<file path="config.mk">
export PLATFORM = sky130hd
export DESIGN_NAME = trap_entry_unit
export DESIGN_NICKNAME = d
export VERILOG_FILES = /design/src/rtl/trap_pkg.sv /design/src/rtl/trap_route.sv /design/src/rtl/trap_vector_calc.sv /design/src/rtl/trap_entry_unit.sv
export SDC_FILE = /design/constraint.sdc
export NUM_CORES = 1
export LEC_CHECK = 0
export BUFFER_PORTS_ARGS = -buffer_cell sky130_fd_sc_hd__buf_2
export CORE_ASPECT_RATIO = 0.75
export CORE_MARGIN = 4
export CORE_UTILIZATION = 45
export CTS_CLUSTER_DIAMETER = 150
export DETAILED_ROUTE_END_ITERATION = 12
export HOLD_SLACK_MARGIN = 0.05
export PLACE_DENSITY_LB_ADDON = 0.08
export SYNTH_ARGS = -nofsm -noshare
export SYNTH_HDL_FRONTEND = slang
export SYNTH_SLANG_ARGS = --single-unit
</file>
<file path="constraint.sdc">
create_clock -name clk -period 6.35 [get_ports clk]
set_input_delay 0.635 -clock clk [delete_from_list [all_inputs] [get_ports clk]]
set_output_delay 0.635 -clock clk [all_outputs]
set_load 0.01 [all_outputs]
</file>
<file path="src/rtl/trap_pkg.sv">
package trap_pkg;
    typedef logic [1:0] priv_t;
    localparam priv_t PRIV_U = 2'd0;
    localparam priv_t PRIV_S = 2'd1;
    localparam priv_t PRIV_M = 2'd3;

    localparam int ST_SIE    = 1;
    localparam int ST_MIE    = 3;
    localparam int ST_SPIE   = 5;
    localparam int ST_MPIE   = 7;
    localparam int ST_SPP    = 8;
    localparam int ST_MPP_LO = 11;

    typedef enum logic [2:0] {
        SEL_MVEC    = 3'd0,
        SEL_SVEC    = 3'd1,
        SEL_EXC_DLG = 3'd2,
        SEL_IRQ_DLG = 3'd3,
        SEL_STATUS  = 3'd4
    } csr_sel_e;

    typedef struct packed {
        logic  sie;
        logic  mie;
        logic  spie;
        logic  mpie;
        logic  spp;
        priv_t mpp;
    } stat_t;
endpackage

</file>
<file path="src/rtl/trap_route.sv">
module trap_route
    import trap_pkg::*;
#(
    parameter int XLEN = 32
) (
    input  logic [XLEN-1:0] cause_i,
    input  priv_t           priv_i,
    input  logic [XLEN-1:0] exc_dlg_i,
    input  logic [XLEN-1:0] irq_dlg_i,
    output logic            is_irq_o,
    output logic [XLEN-1:0] num_o,
    output logic            to_s_o
);
    localparam int IDX_W = $clog2(XLEN);

    logic [XLEN-1:0] dlg;
    logic            in_range;
    logic            low_priv;

    always_comb begin
        is_irq_o = cause_i[XLEN-1];
        num_o    = {1'b0, cause_i[XLEN-2:0]};
        dlg      = is_irq_o ? irq_dlg_i : exc_dlg_i;
        in_range = (num_o < XLEN'(XLEN));
        low_priv = (priv_i == PRIV_U) || (priv_i == PRIV_S);
        to_s_o   = low_priv && in_range && dlg[num_o[IDX_W-1:0]];
    end
endmodule

</file>
<file path="src/rtl/trap_vector_calc.sv">
module trap_vector_calc #(
    parameter int XLEN = 32
) (
    input  logic [XLEN-1:0] vec_i,
    input  logic            is_irq_i,
    input  logic [XLEN-1:0] num_i,
    output logic [XLEN-1:0] target_o
);
    logic [XLEN-1:0] base;

    always_comb begin
        base = {vec_i[XLEN-1:1], 1'b0};
        if (vec_i[0] && is_irq_i) begin
            target_o = base + (num_i << 2);
        end else begin
            target_o = base;
        end
    end
endmodule

</file>
<file path="src/rtl/trap_entry_unit.sv">
module trap_entry_unit
    import trap_pkg::*;
#(
    parameter int XLEN = 32
) (
    input  logic            clk,
    input  logic            rst_n,
    input  logic            trap_valid_i,
    input  logic [XLEN-1:0] trap_cause_i,
    input  logic [XLEN-1:0] trap_epc_i,
    input  logic [XLEN-1:0] trap_bad_i,
    input  logic            trap_bad_valid_i,
    input  logic [1:0]      cur_priv_i,
    input  logic            csr_we_i,
    input  logic [2:0]      csr_sel_i,
    input  logic [XLEN-1:0] csr_wdata_i,
    output logic            redirect_o,
    output logic [XLEN-1:0] next_pc_o,
    output logic [1:0]      next_priv_o,
    output logic [XLEN-1:0] status_o,
    output logic [XLEN-1:0] mvec_o,
    output logic [XLEN-1:0] svec_o,
    output logic [XLEN-1:0] medeleg_o,
    output logic [XLEN-1:0] mideleg_o,
    output logic [XLEN-1:0] mepc_o,
    output logic [XLEN-1:0] mcause_o,
    output logic [XLEN-1:0] mbad_o,
    output logic [XLEN-1:0] sepc_o,
    output logic [XLEN-1:0] scause_o,
    output logic [XLEN-1:0] sbad_o
);
    typedef struct packed {
        stat_t           st;
        logic [XLEN-1:0] mvec;
        logic [XLEN-1:0] svec;
        logic [XLEN-1:0] exc_dlg;
        logic [XLEN-1:0] irq_dlg;
        logic [XLEN-1:0] mepc;
        logic [XLEN-1:0] mcause;
        logic [XLEN-1:0] mbad;
        logic [XLEN-1:0] sepc;
        logic [XLEN-1:0] scause;
        logic [XLEN-1:0] sbad;
        logic [XLEN-1:0] pc;
        priv_t           priv;
        logic            redirect;
    } regs_t;

    localparam logic [XLEN-1:0] VEC_WMASK = ~(XLEN'(2));

    regs_t r_d, r_q;

    logic            is_irq;
    logic [XLEN-1:0] cause_num;
    logic            to_s;
    logic [XLEN-1:0] m_target;
    logic [XLEN-1:0] s_target;

    trap_route #(.XLEN(XLEN)) route_i (
        .cause_i   (trap_cause_i),
        .priv_i    (cur_priv_i),
        .exc_dlg_i (r_q.exc_dlg),
        .irq_dlg_i (r_q.irq_dlg),
        .is_irq_o  (is_irq),
        .num_o     (cause_num),
        .to_s_o    (to_s)
    );

    trap_vector_calc #(.XLEN(XLEN)) mvec_calc_i (
        .vec_i    (r_q.mvec),
        .is_irq_i (is_irq),
        .num_i    (cause_num),
        .target_o (m_target)
    );

    trap_vector_calc #(.XLEN(XLEN)) svec_calc_i (
        .vec_i    (r_q.svec),
        .is_irq_i (is_irq),
        .num_i    (cause_num),
        .target_o (s_target)
    );

    always_comb begin
        r_d          = r_q;
        r_d.redirect = 1'b0;
        if (trap_valid_i) begin
            r_d.redirect = 1'b1;
            if (to_s) begin
                r_d.sepc    = trap_epc_i;
                r_d.scause  = trap_cause_i;
                r_d.sbad    = trap_bad_i;
                r_d.st.spie = r_q.st.sie;
                r_d.st.spp  = cur_priv_i[0];
                r_d.st.sie  = 1'b0;
                r_d.pc      = s_target;
                r_d.priv    = PRIV_S;
            end else begin
                r_d.mepc    = trap_epc_i;
                r_d.mcause  = trap_cause_i;
                if (trap_bad_valid_i) begin
                    r_d.mbad = trap_bad_i;
                end
                r_d.st.mpie = r_q.st.mie;
                r_d.st.mpp  = cur_priv_i;
                r_d.st.mie  = 1'b0;
                r_d.pc      = m_target;
                r_d.priv    = PRIV_M;
            end
        end else if (csr_we_i) begin
            case (csr_sel_i)
                SEL_MVEC:    r_d.mvec    = csr_wdata_i & VEC_WMASK;
                SEL_SVEC:    r_d.svec    = csr_wdata_i & VEC_WMASK;
                SEL_EXC_DLG: r_d.exc_dlg = csr_wdata_i;
                SEL_IRQ_DLG: r_d.irq_dlg = csr_wdata_i;
                SEL_STATUS: begin
                    r_d.st.sie  = csr_wdata_i[ST_SIE];
                    r_d.st.mie  = csr_wdata_i[ST_MIE];
                    r_d.st.spie = csr_wdata_i[ST_SPIE];
                    r_d.st.mpie = csr_wdata_i[ST_MPIE];
                    r_d.st.spp  = csr_wdata_i[ST_SPP];
                    r_d.st.mpp  = csr_wdata_i[ST_MPP_LO+1:ST_MPP_LO];
                end
                default: ;
            endcase
        end
    end

    always_ff @(posedge clk) begin
        if (!rst_n) begin
            r_q      <= '0;
            r_q.priv <= PRIV_M;
        end else begin
            r_q <= r_d;
        end
    end

    always_comb begin
        status_o                            = '0;
        status_o[ST_SIE]                    = r_q.st.sie;
        status_o[ST_MIE]                    = r_q.st.mie;
        status_o[ST_SPIE]                   = r_q.st.spie;
        status_o[ST_MPIE]                   = r_q.st.mpie;
        status_o[ST_SPP]                    = r_q.st.spp;
        status_o[ST_MPP_LO+1:ST_MPP_LO]     = r_q.st.mpp;
    end

    assign redirect_o  = r_q.redirect;
    assign next_pc_o   = r_q.pc;
    assign next_priv_o = r_q.priv;
    assign mvec_o      = r_q.mvec;
    assign svec_o      = r_q.svec;
    assign medeleg_o   = r_q.exc_dlg;
    assign mideleg_o   = r_q.irq_dlg;
    assign mepc_o      = r_q.mepc;
    assign mcause_o    = r_q.mcause;
    assign mbad_o      = r_q.mbad;
    assign sepc_o      = r_q.sepc;
    assign scause_o    = r_q.scause;
    assign sbad_o      = r_q.sbad;

    a_r2_machine_stays_machine: assert property (@(posedge clk) disable iff (!rst_n)
        (trap_valid_i && cur_priv_i == PRIV_M) |=> (next_priv_o == PRIV_M));

    a_r3_sup_entry: assert property (@(posedge clk) disable iff (!rst_n)
        (trap_valid_i && to_s) |=> (next_priv_o == PRIV_S && !status_o[ST_SIE]
            && status_o[ST_SPIE] == $past(status_o[ST_SIE])
            && sepc_o == $past(trap_epc_i)));

    a_r4_mach_entry: assert property (@(posedge clk) disable iff (!rst_n)
        (trap_valid_i && !to_s) |=> (next_priv_o == PRIV_M && !status_o[ST_MIE]
            && status_o[ST_MPIE] == $past(status_o[ST_MIE])
            && mepc_o == $past(trap_epc_i)));

    a_r5_bad_kept: assert property (@(posedge clk) disable iff (!rst_n)
        (trap_valid_i && !to_s && !trap_bad_valid_i) |=> $stable(mbad_o));

    a_r7_vec_bit1_low: assert property (@(posedge clk) disable iff (!rst_n)
        (csr_we_i && !trap_valid_i && csr_sel_i == SEL_MVEC) |=> !mvec_o[1]);

    a_r9_single_pulse: assert property (@(posedge clk) disable iff (!rst_n)
        !trap_valid_i |=> !redirect_o);

    a_r10_write_dropped: assert property (@(posedge clk) disable iff (!rst_n)
        (trap_valid_i && csr_we_i) |=> ($stable(medeleg_o) && $stable(mvec_o)));
endmodule

</file>
==> impl_results.md <==
* Status: complete, no violations
* Antenna-violating nets left at 0
* CTS Buf Count at 38
* Setup TNS at 0 ns
* Clock Power Share at 44.4%
* Residual DRC count at 0
* Final core occ at 55.70%
* #FFs+latches synth at 357
* End of the worst hold path: mbad_o[17]$_SDFFE_PN0P_
* Largest net degree at the start of global routing at 165
* Starting density of the core at 45.65%
* # Post-CTS Setup Buffers at 0
* CP cell instances: buf_2, mux4_2, mux2i_1, nor3b_1, nor4_2, a211o_2, nand2_2, buf_4, nand2_1, a21oi_1
* Cell depth of the worst hold path at 3
* Worst path required time at 6.73 ns
* Total GRT Usage at 30.47%
* Ant. Diodes at 0
* Min Tclk post-route at 4.135 ns
* DP Area at 0.01946 mm^2
* Fin. Hold Viols at 0
* Worst Setup Path Type: in2reg
* Die X at 232.2 um
* Syn Std Cell Area at 0.01697 mm^2
* CTS resizes at 0
* Die Y at 176.2 um
* Post-Syn Instances at 2,176
* Comb pwr share at 9.4%
* Design Power at 5.030 mW
* CP endpoint kind: flip-flop
* Max Clock Freq at 0.2419 GHz
* Max_slew headroom at 24.54%
* P&R area growth vs syn at 22.00%
* Die ar. at 0.04091 mm^2
* R2R cell count at 11
* R2R Setup Slk at 2.59 ns
* Worst flop-to-flop path endpoint: next_pc_o[26]$_SDFFE_PN0P_
* Switching Share at 25.32%
* Pleak at 9.398 nW
* Vias per std cell at 5.551
* RSZ-0062 raised after global routing: false
* CTS max path bufs at 3
* Drt wl/cell at 21.12 um
* P_int at 3.756 mW
* Final Max Slew Viols at 0
* CTS tree: yes
* CP startpoint: trap_cause_i[1]
* Crit Path Max Fanout at 41
* Core Area at 0.03717 mm^2
* Initial antenna violation count at 4
* CTS root buf: clkbuf_16
* Setup Skew at 0.01802 ns
* Synth Warn # at 0
* Rows at 61
* Via Count at 17,257
* Hold path start: trap_bad_i[17]
* Syn Area/Cell at 7.798 um^2
* First-pass GRT wire length at 97.19 mm
* Slowest cell on crit path: nand2_2
* Max Cap Viol at 0
* Port Buffer Count at 494
* CTS H-tree lvls at 2
* Num Clock Sinks at 357
* Post-synthesis cell type count at 82
* Post-synth EDFFs at 0
* Flop pwr share at 46.2%
* Psw at 1.273 mW
* Critical path's largest stage delay at 0.71 ns
* P per Cell Area at 243.0 mW/mm^2
* Vias in the first global route at 15,799
* IO Pins at 525
* Hold crit path type: in2reg
* Top FF cell, synth: dfxtp_1
* Final count of negative-setup-slack endpoints at 0
* Peak supply drop at 0.0001716 V
* Final wirelength at 65.67 mm
* Critical Path Source Type: input port
* Clock latency on the worst-skew pair at 0.54 ns
* Worst-path clk slew at 0.06 ns
* DR iter-0 viols at 1,544
* Tcrit/Tclk final at 65.11%
* GPL Wtd Cong at 0.9798
* Register area share after synthesis at 42.12%
* Total gr overflow at 0
* RR Startpoint: mvec_o[2]$_SDFFE_PN0P_
* Slew @ Worst Pin at 1.132 ns
* Post-detail-place hpwl at 48.30 mm
* Ys async rst share at 0%
* Share of layout cells above drive strength 1 at 23.45%
* CTS Hold Bufs at 0
* Final instance area at 0.02070 mm^2
* Layout net count at 2,775
* Critical path arrival at 4.51 ns
* TritonRoute pass-1 iters at 6
-- stage by stage --
stage	instances	setup slack, ns	hold slack, ns
2_1_floorplan	2204	3.075	0.4761
3_3_place_gp	3041	1.794	0.4340
3_5_place_dp	3041	1.672	0.4407
4_1_cts	3109	2.236	0.3242
5_1_grt	3109	1.958	0.3432
6_report	3109	2.215	0.3482
-- Yosys cell counts, types with 5 or more instances --
library cell	number	area share (%)
mux4_2	13	1.7
o211a_1	5	0.29
a21o_1	29	1.3
nor3_1	19	0.56
o21a_1	5	0.22
and2_1	8	0.29
a31oi_1	17	0.63
o31ai_1	8	0.35
nand3_1	31	0.91
o21ai_0	41	1.2
clkbuf_1	101	2.2
or3_1	5	0.18
mux2i_1	15	0.88
xnor2_1	21	1.1
buf_4	38	1.7
o211ai_1	26	1.2
a21oi_1	366	11
nor4_1	8	0.29
nor3b_1	7	0.31
buf_1	8	0.18
xor2_1	21	1.1
nor2b_1	11	0.41
inv_1	17	0.38
dfxtp_1	357	42
nand4_1	11	0.41
a211oi_1	19	0.84
ha_1	58	4.3
nand2_1	687	15
nand2b_1	7	0.26
o21bai_1	10	0.44
and3_1	41	1.5
nor2_1	55	1.2
buf_6	6	0.40
buf_2	25	0.74
-- sequential cells by signal (all words and copies together) (netlist names) --
signal / flops
sbad_o: 32
next_priv_o: 1
mcause_o: 32
svec_o: 31
next_pc_o: 30
scause_o: 32
mbad_o: 32
sepc_o: 32
mepc_o: 32
status_o: 7
mideleg_o: 32
mvec_o: 31
medeleg_o: 32
redirect_o: 1
-- cells by family after synthesis --
kind of cell             after synthesis  synth area share (%)
AO/OA/AOI/OAI                        576                 19.97
multiplexers                          30                 2.831
adder cells (fa/ha/maj)               60                 4.513
XOR/XNOR                              42                 2.168
AND/OR/NAND/NOR                      911                 22.61
flip-flops                           357                 42.12
buffers and inverters                198                 5.744
other                                  2               0.04426
-- cell type report --
class,count,area (um^2)
fillers,3624,16470
multi-input cells,1649,8964
flip-flops and latches,357,7147
repair buffers,513,2640
clock buffers,54,1122
well taps,504,630.6
clock inverters,14,123.9
inverters,18,75.07
-- worst max-delay path by stage --
stage / depth (start not counted) / to
final: 10 / mepc_o[22]$_SDFFE_PN0P_
after global routing: 10 / mepc_o[11]$_SDFFE_PN0P_
after CTS: 10 / mepc_o[22]$_SDFFE_PN0P_
after detailed placement: 10 / mepc_o[22]$_SDFFE_PN0P_
after global placement: 10 / mepc_o[15]$_SDFFE_PN0P_
after floorplan: 11 / next_pc_o[24]$_SDFFE_PN0P_
-- cells in the final DEF, fill, tap and decap left out, drive strengths merged, types with 27 or more instances in the layout --
master  count
nor2       56
buf       513
a21oi     367
and3       41
dfxtp     357
nand2     688
conb       30
o21ai      43
ha         58
clkbuf     54
a21o       29
o211ai     27
nand3      31
-- power groups by stage --
stage | registers, mW | clock network (mW) | logic (mW)
2_1_floorplan | 2.38 | 0 | 0.251
3_3_place_gp | 2.37 | 0 | 0.463
3_5_place_dp | 2.37 | 0 | 0.466
4_1_cts | 2.32 | 2.27 | 0.468
5_1_grt | 2.33 | 2.35 | 0.514
6_report | 2.32 | 2.23 | 0.472
-- per-layer routing --
metal / wire (um) / up-vias / part of all wire, % / track usage, %
li1: - / 8220 / - / -
met1: 28450 / 8188 / 43 / 42.78
met2: 28690 / 740 / 44 / 46.49
met3: 6870 / 101 / 10 / 8.758
met4: 1610 / 8 / 2.5 / 7.443
met5: 55 / - / 0.084 / 0
-- critical path: cells and delay by family --
family                 cells  cell delay [ns]
and+or+nand+nor            4             1.35
buffers and inverters      2             1.10
muxes                      2             0.73
AOI/OAI and AO/OA          2             0.64
Power figures use the tool's default switching activity.
